<file path="src/rtl/xormaj_pkg.sv">
package xormaj_pkg;

  // Load strobes handed from the control to the datapath, one per clock zone.
  typedef struct packed {
    logic loadZone0;
    logic loadZone1;
  } zone_strobe_t;

  // Control codes {c1, c2, c3}.
  localparam logic [2:0] SEL_XOR  = 3'b101;
  localparam logic [2:0] SEL_XNOR = 3'b010;

  function automatic logic maj3(input logic x, input logic y, input logic z);
    return (x & y) | (x & z) | (y & z);
  endfunction

endpackage

</file>
<file path="src/rtl/xormaj_cell_ctrl.sv">
module xormaj_cell_ctrl
  import xormaj_pkg::*;
(
  input  logic         clk,
  input  logic         rst,
  input  logic         inValid,
  output zone_strobe_t strobe,
  output logic         outValid
);

  logic midValid;

  always_ff @(posedge clk) begin
    if (rst) begin
      midValid <= 1'b0;
      outValid <= 1'b0;
    end else begin
      midValid <= inValid;
      outValid <= midValid;
    end
  end

  always_comb begin
    strobe.loadZone0 = inValid;
    strobe.loadZone1 = midValid;
  end

  // a captured transfer reaches the first zone on the next edge
  assert_zone0_follows_R5: assert property (@(posedge clk) disable iff (rst)
    inValid |=> midValid);

  // a transfer leaves the second zone one edge after the first
  assert_zone1_follows_R5: assert property (@(posedge clk) disable iff (rst)
    midValid |=> outValid);

  // no valid flag appears without a preceding transfer
  assert_no_phantom_R5: assert property (@(posedge clk) disable iff (rst)
    !midValid |=> !outValid);

endmodule

</file>
<file path="src/rtl/xormaj_cell_dp.sv">
module xormaj_cell_dp
  import xormaj_pkg::*;
#(
  parameter int WIDTH = 8
) (
  input  logic             clk,
  input  logic             rst,
  input  zone_strobe_t     strobe,
  input  logic [WIDTH-1:0] opA,
  input  logic [WIDTH-1:0] opB,
  input  logic             forceEn,
  input  logic             forceVal,
  input  logic [2:0]       ctrlSel,
  output logic [WIDTH-1:0] resData
);

  localparam int LANES = WIDTH;

  logic             voteTrue1, voteMerge2, voteComp3;
  logic [LANES-1:0] compA, compB;
  logic [LANES-1:0] leftVote, rightVote;
  logic [LANES-1:0] leftQ, rightQ;
  logic             mergeCtrlQ;
  logic [LANES-1:0] mergeVote;

  assign voteTrue1  = ctrlSel[2];
  assign voteMerge2 = ctrlSel[1];
  assign voteComp3  = ctrlSel[0];

  // Complement operands: inverted inputs, or a forced constant.
  always_comb begin
    if (forceEn) begin
      compA = {LANES{forceVal}};
      compB = {LANES{forceVal}};
    end else begin
      compA = ~opA;
      compB = ~opB;
    end
  end

  // Zone 0: two parallel voters per lane.
  for (genvar lane = 0; lane < LANES; lane++) begin : gZone0
    assign leftVote[lane]  = maj3(opA[lane], opB[lane], voteTrue1);
    assign rightVote[lane] = maj3(compA[lane], compB[lane], voteComp3);
  end

  always_ff @(posedge clk) begin
    if (rst) begin
      leftQ      <= '0;
      rightQ     <= '0;
      mergeCtrlQ <= 1'b0;
    end else if (strobe.loadZone0) begin
      leftQ      <= leftVote;
      rightQ     <= rightVote;
      mergeCtrlQ <= voteMerge2;
    end
  end

  // Zone 1: merging voter per lane.
  for (genvar lane = 0; lane < LANES; lane++) begin : gZone1
    assign mergeVote[lane] = maj3(leftQ[lane], mergeCtrlQ, rightQ[lane]);
  end

  always_ff @(posedge clk) begin
    if (rst) begin
      resData <= '0;
    end else if (strobe.loadZone1) begin
      resData <= mergeVote;
    end
  end

  // the result register holds while no transfer leaves the first zone
  assert_hold_result_R8: assert property (@(posedge clk) disable iff (rst)
    !strobe.loadZone1 |=> $stable(resData));

  // the first zone keeps its votes while nothing is captured
  assert_hold_votes_R8: assert property (@(posedge clk) disable iff (rst)
    !strobe.loadZone0 |=> ($stable(leftQ) && $stable(rightQ)));

endmodule

</file>
<file path="src/rtl/xormaj_cell.sv">
module xormaj_cell
  import xormaj_pkg::*;
#(
  parameter int WIDTH = 8
) (
  input  logic             clk,
  input  logic             rst,
  input  logic             inValid,
  input  logic [WIDTH-1:0] opA,
  input  logic [WIDTH-1:0] opB,
  input  logic [2:0]       ctrlSel,
  input  logic             forceEn,
  input  logic             forceVal,
  output logic [WIDTH-1:0] resData,
  output logic             resValid
);

  zone_strobe_t strobe;

  xormaj_cell_ctrl uCtrl (
    .clk      (clk),
    .rst      (rst),
    .inValid  (inValid),
    .strobe   (strobe),
    .outValid (resValid)
  );

  xormaj_cell_dp #(.WIDTH(WIDTH)) uDp (
    .clk      (clk),
    .rst      (rst),
    .strobe   (strobe),
    .opA      (opA),
    .opB      (opB),
    .forceEn  (forceEn),
    .forceVal (forceVal),
    .ctrlSel  (ctrlSel),
    .resData  (resData)
  );

endmodule

</file>
<file path="src/rtl/xormaj_parity_top.sv">
module xormaj_parity_top
  import xormaj_pkg::*;
#(
  parameter int WIDTH = 8
) (
  input  logic             clk,
  input  logic             rst,
  input  logic             inValid,
  input  logic [WIDTH-1:0] opA,
  input  logic [WIDTH-1:0] opB,
  input  logic [WIDTH-1:0] opC,
  input  logic [2:0]       ctrlSel,
  input  logic             compForceEn,
  input  logic             compForceVal,
  output logic [WIDTH-1:0] cellOut,
  output logic             cellValid,
  output logic [WIDTH-1:0] parityOut,
  output logic             parityValid
);

  localparam int CELL_LATENCY = 2;

  // Configurable cell.
  xormaj_cell #(.WIDTH(WIDTH)) uCfgCell (
    .clk      (clk),
    .rst      (rst),
    .inValid  (inValid),
    .opA      (opA),
    .opB      (opB),
    .ctrlSel  (ctrlSel),
    .forceEn  (compForceEn),
    .forceVal (compForceVal),
    .resData  (cellOut),
    .resValid (cellValid)
  );

  // Parity chain: first cell a XOR b.
  logic [WIDTH-1:0] xorData;
  logic             xorValid;

  xormaj_cell #(.WIDTH(WIDTH)) uXorCell (
    .clk      (clk),
    .rst      (rst),
    .inValid  (inValid),
    .opA      (opA),
    .opB      (opB),
    .ctrlSel  (SEL_XOR),
    .forceEn  (1'b0),
    .forceVal (1'b0),
    .resData  (xorData),
    .resValid (xorValid)
  );

  // c is delayed by one cell latency. The valid pipeline never stalls,
  // so a free-running shift lines up with every valid xor result.
  logic [WIDTH-1:0] cDelay [CELL_LATENCY];

  for (genvar st = 0; st < CELL_LATENCY; st++) begin : gCDelay
    always_ff @(posedge clk) begin
      if (rst) begin
        cDelay[st] <= '0;
      end else begin
        cDelay[st] <= (st == 0) ? opC : cDelay[(st == 0) ? 0 : st - 1];
      end
    end
  end

  // Second cell: (a XOR b) XNOR c.
  xormaj_cell #(.WIDTH(WIDTH)) uXnorCell (
    .clk      (clk),
    .rst      (rst),
    .inValid  (xorValid),
    .opA      (xorData),
    .opB      (cDelay[CELL_LATENCY-1]),
    .ctrlSel  (SEL_XNOR),
    .forceEn  (1'b0),
    .forceVal (1'b0),
    .resData  (parityOut),
    .resValid (parityValid)
  );

  // XOR code without force yields a XOR b two cycles later
  assert_xor_mode_R2: assert property (@(posedge clk) disable iff (rst)
    (cellValid && ($past(ctrlSel, 2) == SEL_XOR) && !$past(compForceEn, 2))
      |-> (cellOut == ($past(opA, 2) ^ $past(opB, 2))));

  // XNOR code without force yields a XNOR b two cycles later
  assert_xnor_mode_R3: assert property (@(posedge clk) disable iff (rst)
    (cellValid && ($past(ctrlSel, 2) == SEL_XNOR) && !$past(compForceEn, 2))
      |-> (cellOut == ~($past(opA, 2) ^ $past(opB, 2))));

  // parity result of the operands taken four cycles earlier
  assert_parity_R6: assert property (@(posedge clk) disable iff (rst)
    parityValid |-> (parityOut == ~($past(opA, 4) ^ $past(opB, 4) ^ $past(opC, 4))));

  // parity flag follows the cell flag by exactly two cycles
  assert_parity_latency_R6: assert property (@(posedge clk) disable iff (rst)
    cellValid |=> ##1 parityValid);

endmodule

</file>
<file path="config.mk">
export PLATFORM = sky130hd
export DESIGN_NAME = xormaj_parity_top
export DESIGN_NICKNAME = d
export VERILOG_FILES = /design/src/rtl/xormaj_pkg.sv /design/src/rtl/xormaj_cell_ctrl.sv /design/src/rtl/xormaj_cell_dp.sv /design/src/rtl/xormaj_cell.sv /design/src/rtl/xormaj_parity_top.sv
export SDC_FILE = /design/constraint.sdc
export NUM_CORES = 1
export LEC_CHECK = 0
export CELL_PAD_IN_SITES_DETAIL_PLACEMENT = 2
export CELL_PAD_IN_SITES_GLOBAL_PLACEMENT = 2
export CORE_MARGIN = 2
export CORE_UTILIZATION = 43
export CTS_BUF_LIST = sky130_fd_sc_hd__clkbuf_8
export DETAILED_ROUTE_END_ITERATION = 7
export DONT_BUFFER_PORTS = 1
export PLACE_DENSITY_LB_ADDON = 0.1
export SLEW_MARGIN = 30
export SYNTH_ARGS = -nofsm -noshare
export SYNTH_HDL_FRONTEND = slang
export SYNTH_SLANG_ARGS = --single-unit
</file>
<file path="constraint.sdc">
create_clock -name clk -period 1.4 [get_ports clk]
set_input_delay 0.14 -clock clk [delete_from_list [all_inputs] [get_ports clk]]
set_output_delay 0.14 -clock clk [all_outputs]
set_load 0.1 [all_outputs]
</file>
**After elaboration in Yosys (flattened, before gate mapping)**

Memory sizes are Yosys's and may differ from the RTL's.
Index checks and enable logic that the tools add are counted.

- Flip-flop bits (word level): 78
- Bits in writable memories: 16
- Input bits: 32
- Output and inout port bits: 18
- Word-level logic and storage cells: 253
- Memories kept: 1

- Muxes and demuxes: 7
- Bitwise logic cells: 230

Memory list:

| memory | depth | width | read ports | clocked after memory_dff | wr ports | line | RTL |
|---|---|---|---|---|---|---|---|
| cDelay | 2 | 8 | 2 | 0 | 2 | xormaj_parity_top.sv:56 | `logic [WIDTH-1:0] cDelay [CELL_LATENCY];` |

Operator list:

| operator | count |
|---|---|
| 1-bit bitwise AND | 128 |
| 1-bit OR | 98 |
| 8-bit two-way mux | 4 |
| 8-bit NOT | 4 |
| 1-bit two-way mux | 3 |

**Depth between registers and ports, before layout**

- Depth after elaboration: 5
- Gate-level depth with buffers: 4
- Gate-level depth less buffers: 3

**Modules after synthesis**

From an unflattened synthesis, not the netlist that was laid out.

- Cells, all modules: 482
- Area total of the unflattened synthesis: 4232.8 µm²

Modules (own cells, without submodules):

| module | instances | cells an instance | area each (µm²) | sequential area each (µm²) |
|---|---|---|---|---|
| xormaj_cell_dp | 3 | 143 | 1186.1 | 500.5 |
| xormaj_parity_top | 1 | 35 | 471.7 | 320.3 |
| xormaj_cell_ctrl | 3 | 6 | 67.6 | 40.0 |

**Least setup slack after synthesis**

No wires, ideal clock.

- Kind: register to register
- Start point: reg uXorCell.uCtrl.outValid
- End point: reg uXnorCell.uDp.rightQ[7]
- Library setup time: 0.117 ns
- Arrival: 1.616 ns
- Data required time: 1.283 ns
- Slack: -0.333 ns
- Stages on the path, launching flop included: 5
- Buffers on the path: 2
- Period minus slack after synthesis: 1.733 ns
- Cell sequence: dfxtp_1 buf_2 buf_4 mux2i_1 nor2_1

RTL lines:

| element | line | RTL |
|---|---|---|
| start: declaration | xormaj_cell_ctrl.sv:8 | `output logic outValid` |
| start signal: assignment | xormaj_cell_ctrl.sv:19 | `outValid <= midValid;` |
| end signal: assignment | xormaj_cell_dp.sv:54 | `rightQ <= rightVote;` |
| end: declaration | xormaj_cell_dp.sv:22 | `logic [LANES-1:0] leftQ, rightQ;` |

==> out/metrics.csv <==
stage;metric;value;unit
run_status;status;finished with violations;
run_status;failing checks;setup timing;
power_and_ir_drop;Static Leak;1.72;nW
floorplan;Initial Util;43.8;%
synth;simple-gate portion of the synthesized area;19.2;%
final_layout;Diodes inserted;0;
floorplan;Rows;33;
floorplan;Die W;94.8;microns
worst_setup_path;WS Path Type;reg -> reg;
worst_setup_path;crit-path cells;nor2_1 -> a211oi_1 -> dlygate4sd3_1;
cts;CTS tree;built;
worst_setup_path;arrival time worst endpoint;1.81;ns
final_layout;fraction of layout cells with a size suffix above 1;14.4;%
synth;post-synth cell types;26;
worst_setup_path;CP max-delay cell;dlygate4sd3_1;
power_and_ir_drop;Internal;4.32;mW
final_layout;post-route cell area;0.00463;sq mm
synth;register area share after synthesis;53.1;%
cts;Clock Tree Buf Depth;2;
placement;Cell Area, Placed;0.00372;sq mm
routing;vias per cell;6.38;
power_and_ir_drop;Sw Share;28.6;%
worst_hold_path;hold endpoint;uCfgCell.uDp.leftQ[2]$_SDFFE_PP0P_;
grt;initial antenna violation count;1;
power_and_ir_drop;Clock power frac;38.1;%
worst_setup_path;Startpoint Class;flip-flop;
routing;number of nets with antenna violations after routing;0;
timing;Slew @ Worst Pin;0.857;ns
grt;gr ovfl total;0;
routing;DRT Wirelength;17.8;mm
synth;post-synthesis compound-gate area fraction;20.1;%
worst_setup_path;reg2reg start;uXorCell.uDp.leftQ[5]$_SDFFE_PP0P_;
routing;Routed WL per cell;31.7;microns
cts;Clk Latency, worst-skew pair;0.37;ns
routing;Initial DRC Count;230;
timing;setup TNS;-0.219;ns
power_and_ir_drop;Sw Pwr;1.73;mW
final_layout;Final nets;484;
cts;root buffer cell;clkbuf_8;
timing;pins over their slew limit;0;
worst_hold_path;HP Start;opB[2];
worst_hold_path;Hold Crit Depth;2;
timing;Final setup viols;4;
synth;syn nets;420;
worst_setup_path;R2R Setup Slk;-0.09;ns
power_and_ir_drop;Power Density;1310;mW/mm^2
timing;final hold vios;0;
synth;XOR/XNOR share of the synthesized area;0;%
routing;Vias;3586;
synth;largest family of logic cells by synthesized area;compound AO/OA/AOI/OAI gates;
placement;Place WS;0.154;ns
power_and_ir_drop;Worst IR Drop VDD;0.640;mV
power_and_ir_drop;sequential group share of total power;48.7;%
cts;number of CTS-inserted buffers;9;
timing;Max-slew headroom;42.8;%
synth;cell count after synthesis;388;
power_and_ir_drop;Comb power frac;13.2;%
floorplan;Core Box Area;0.00809;sq mm
routing;Post-route DRC;0;
placement;Detail Placement HPWL;5.70;mm
placement;PortBufs;0;
cts;Sink Count;94;
grt;first-pass GRT wire length;21.7;mm
worst_setup_path;CP Max Fanout;2;
grt;via count of the first global-routing pass;3696;
final_layout;area overhead of the layout relative to synthesis;30.7;%
worst_setup_path;CP required;1.72;ns
timing;Clock Skew;0.0144;ns
floorplan;chip height;94.8;microns
synth;synthesis-stage register bit count;94;
cts;clk slew on worst S/H paths;0.11;ns
routing;DR pass1 iterations;5;
cts;H-Tree Depth;3;
timing;final worst-path cycle share;106;%
timing;minimum clock period;1.49;ns
grt;GRT Total Usage;33.0;%
worst_setup_path;FF-to-FF End;uXorCell.uDp.leftQ[5]$_SDFFE_PP0P_;
synth;cell area after synthesis;0.00354;sq mm
worst_setup_path;reg2reg path depth;3;
worst_setup_path;CP Capture Type;flip-flop;
synth;Syn Area/Cell;9.13;sq um
worst_setup_path;max incr delay on CP;0.62;ns
final_layout;fillers;806;
final_layout;Core Util, Final;57.2;%
flow_run;max cap viols;0;
placement;routability congestion estimate;0.690;
timing;hold_ws;0.0839;ns
synth;YS warnings;0;
floorplan;num ports;50;
grt;pin count of the biggest net entering global routing;59;
power_and_ir_drop;Total Power;6.05;mW
timing;fmax;672;MHz
placement;dpl cells;488;
synth;Synth Area in Adders;0.318;%
final_layout;Non-Filler Instances;562;
worst_hold_path;Worst Hold Class;in -> reg;
synth;post-synthesis mux area share;2.82;%
floorplan;DIE AREA;0.00898;sq mm
timing;final worst slack;-0.0872;ns
==> placed cells by master (no fill, tap or decap) <==
master          Yosys  final
buf_4               5     24
maj3_2              1      1
nor2b_1            19     18
nor2b_2             0      1
clkbuf_8            0      9
inv_1               1      1
a211oi_1            8      7
nand2_1            31     31
dfxtp_4             0      1
bufinv_16           0      3
o21ai_1             2      2
dfxtp_1            94     88
nand2b_4            0      2
buf_8               0      2
a21oi_2             0      5
nand3_1            16     16
mux2i_1            10     10
nor2_1             68     68
o21ai_0            22     22
nand2b_1           16     14
o311ai_0            1      1
dlymetal6s4s_1      0      1
dlygate4sd3_1       0     49
inv_6               0      4
buf_12              0      2
nand2b_2            1      1
o311ai_1            6      6
a211oi_2            1      2
a21boi_0            7      7
buf_16              0      1
dfxtp_2             0      5
inv_2               1      1
a311oi_1           31     31
clkbuf_16           0      1
a21oi_1            24     19
a311oi_2            1      1
==> synth_stat cells <==
cell / instances / area (sq um)
o21ai_1: 2 / 10.0
maj3_2: 1 / 11.3
inv_2: 1 / 3.75
inv_1: 1 / 3.75
nor2_1: 68 / 255
clkbuf_1: 2 / 7.51
a211oi_1: 8 / 60.1
o21ai_0: 22 / 110
a21oi_1: 24 / 120
buf_1: 1 / 3.75
nand3_1: 16 / 80.1
o311ai_0: 1 / 8.76
dfxtp_1: 94 / 1880
nand2b_1: 16 / 100
buf_6: 1 / 11.3
nand2_1: 31 / 116
a211oi_2: 1 / 12.5
nand2b_2: 1 / 8.76
buf_2: 18 / 90.1
mux2i_1: 10 / 100
a311oi_1: 31 / 272
a21boi_0: 7 / 52.6
nor2b_1: 19 / 119
a311oi_2: 1 / 15.0
buf_4: 5 / 37.5
o311ai_1: 6 / 52.6
==> worst max-delay path, delay by kind of cell, from the launching register on <==
kind	cells	cell delay, ns
compound gates	1	0.35
buf+inv	1	0.62
flops	1	0.39
simple gates	1	0.08
==> final cells by class <==
cell class	instances	area, sq um	share of cell area (%)
Clock buffer	9	124	2.67
Sequential cell	94	1890	40.9
Clock inverter	7	125	2.70
Tap cell	105	131	2.84
Multi-Input combinational cell	265	1550	33.4
Inverter	2	7.51	0.162
Timing Repair Buffer	80	806	17.4
==> repair_timing <==
action / CTS / global route
setup endpoints to repair: 0 / 25
gates resized for setup: 0 / 20
setup buffers: 0 / 6
endpoints found under the hold margin: 94 / 4
hold buffers: 52 / 2
==> per-layer routing <==
layer	global-route usage [%]	up-vias	routed length, microns
met3	6.94	96	1070
li1	-	1499	-
met2	60.3	205	8880
met5	0	-	13
met1	37.9	1784	6610
met4	11.5	2	1230
==> cell families (layout without fill, tap and decap cells) <==
logic type / Yosys count / in the layout
buffers and inverters: 29 / 98
AND/OR/NAND/NOR: 151 / 151
multiplexers: 10 / 10
adder cells (fa/ha/maj): 1 / 1
AO/OA/AOI/OAI: 103 / 103
flip-flops: 94 / 94
==> state kept, by name, indices dropped and copies added, names as in the netlist, 8 cells and up <==
signal and count:
uXnorCell.uDp.leftQ 8, uXorCell.uDp.resData 8, uXorCell.uDp.leftQ 8, uXnorCell.uDp.resData 8
cDelay 16, uCfgCell.uDp.leftQ 8, uXorCell.uDp.rightQ 8, uXnorCell.uDp.rightQ 8
uCfgCell.uDp.resData 8, uCfgCell.uDp.rightQ 8
==> power by group through the flow <==
stage               combinational (mW)  sequential [mW]  clock (mW)
finish                           0.799             2.94        2.31
global route                     0.827             2.95        2.42
CTS                              0.664             2.90        2.27
detailed placement               0.493             2.96           0
global placement                 0.472             2.95           0
floorplan                        0.298             3.10           0
==> worst max-delay path by stage <==
stage / slack, ns / startpoint / depth (start not counted) / endpoint
2_1_floorplan: 0.003 / uXorCell.uCtrl.outValid$_SDFF_PP0_ / 4 / uXnorCell.uDp.rightQ[7]$_SDFFE_PP0P_
3_3_place_gp: 0.33 / uXnorCell.uDp.mergeCtrlQ$_SDFFE_PP0P_ / 2 / uXnorCell.uDp.resData[5]$_SDFFE_PP0P_
3_5_place_dp: 0.15 / uXnorCell.uDp.mergeCtrlQ$_SDFFE_PP0P_ / 2 / uXnorCell.uDp.resData[3]$_SDFFE_PP0P_
4_1_cts: 0.02 / uXorCell.uCtrl.outValid$_SDFF_PP0_ / 4 / uXnorCell.uDp.leftQ[7]$_SDFFE_PP0P_
5_1_grt: -0.10 / uCfgCell.uDp.mergeCtrlQ$_SDFFE_PP0P_ / 3 / uCfgCell.uDp.mergeCtrlQ$_SDFFE_PP0P_
6_report: -0.09 / uXorCell.uDp.leftQ[5]$_SDFFE_PP0P_ / 3 / uXorCell.uDp.leftQ[5]$_SDFFE_PP0P_
Note: power is estimated with default switching activity, not from simulation.
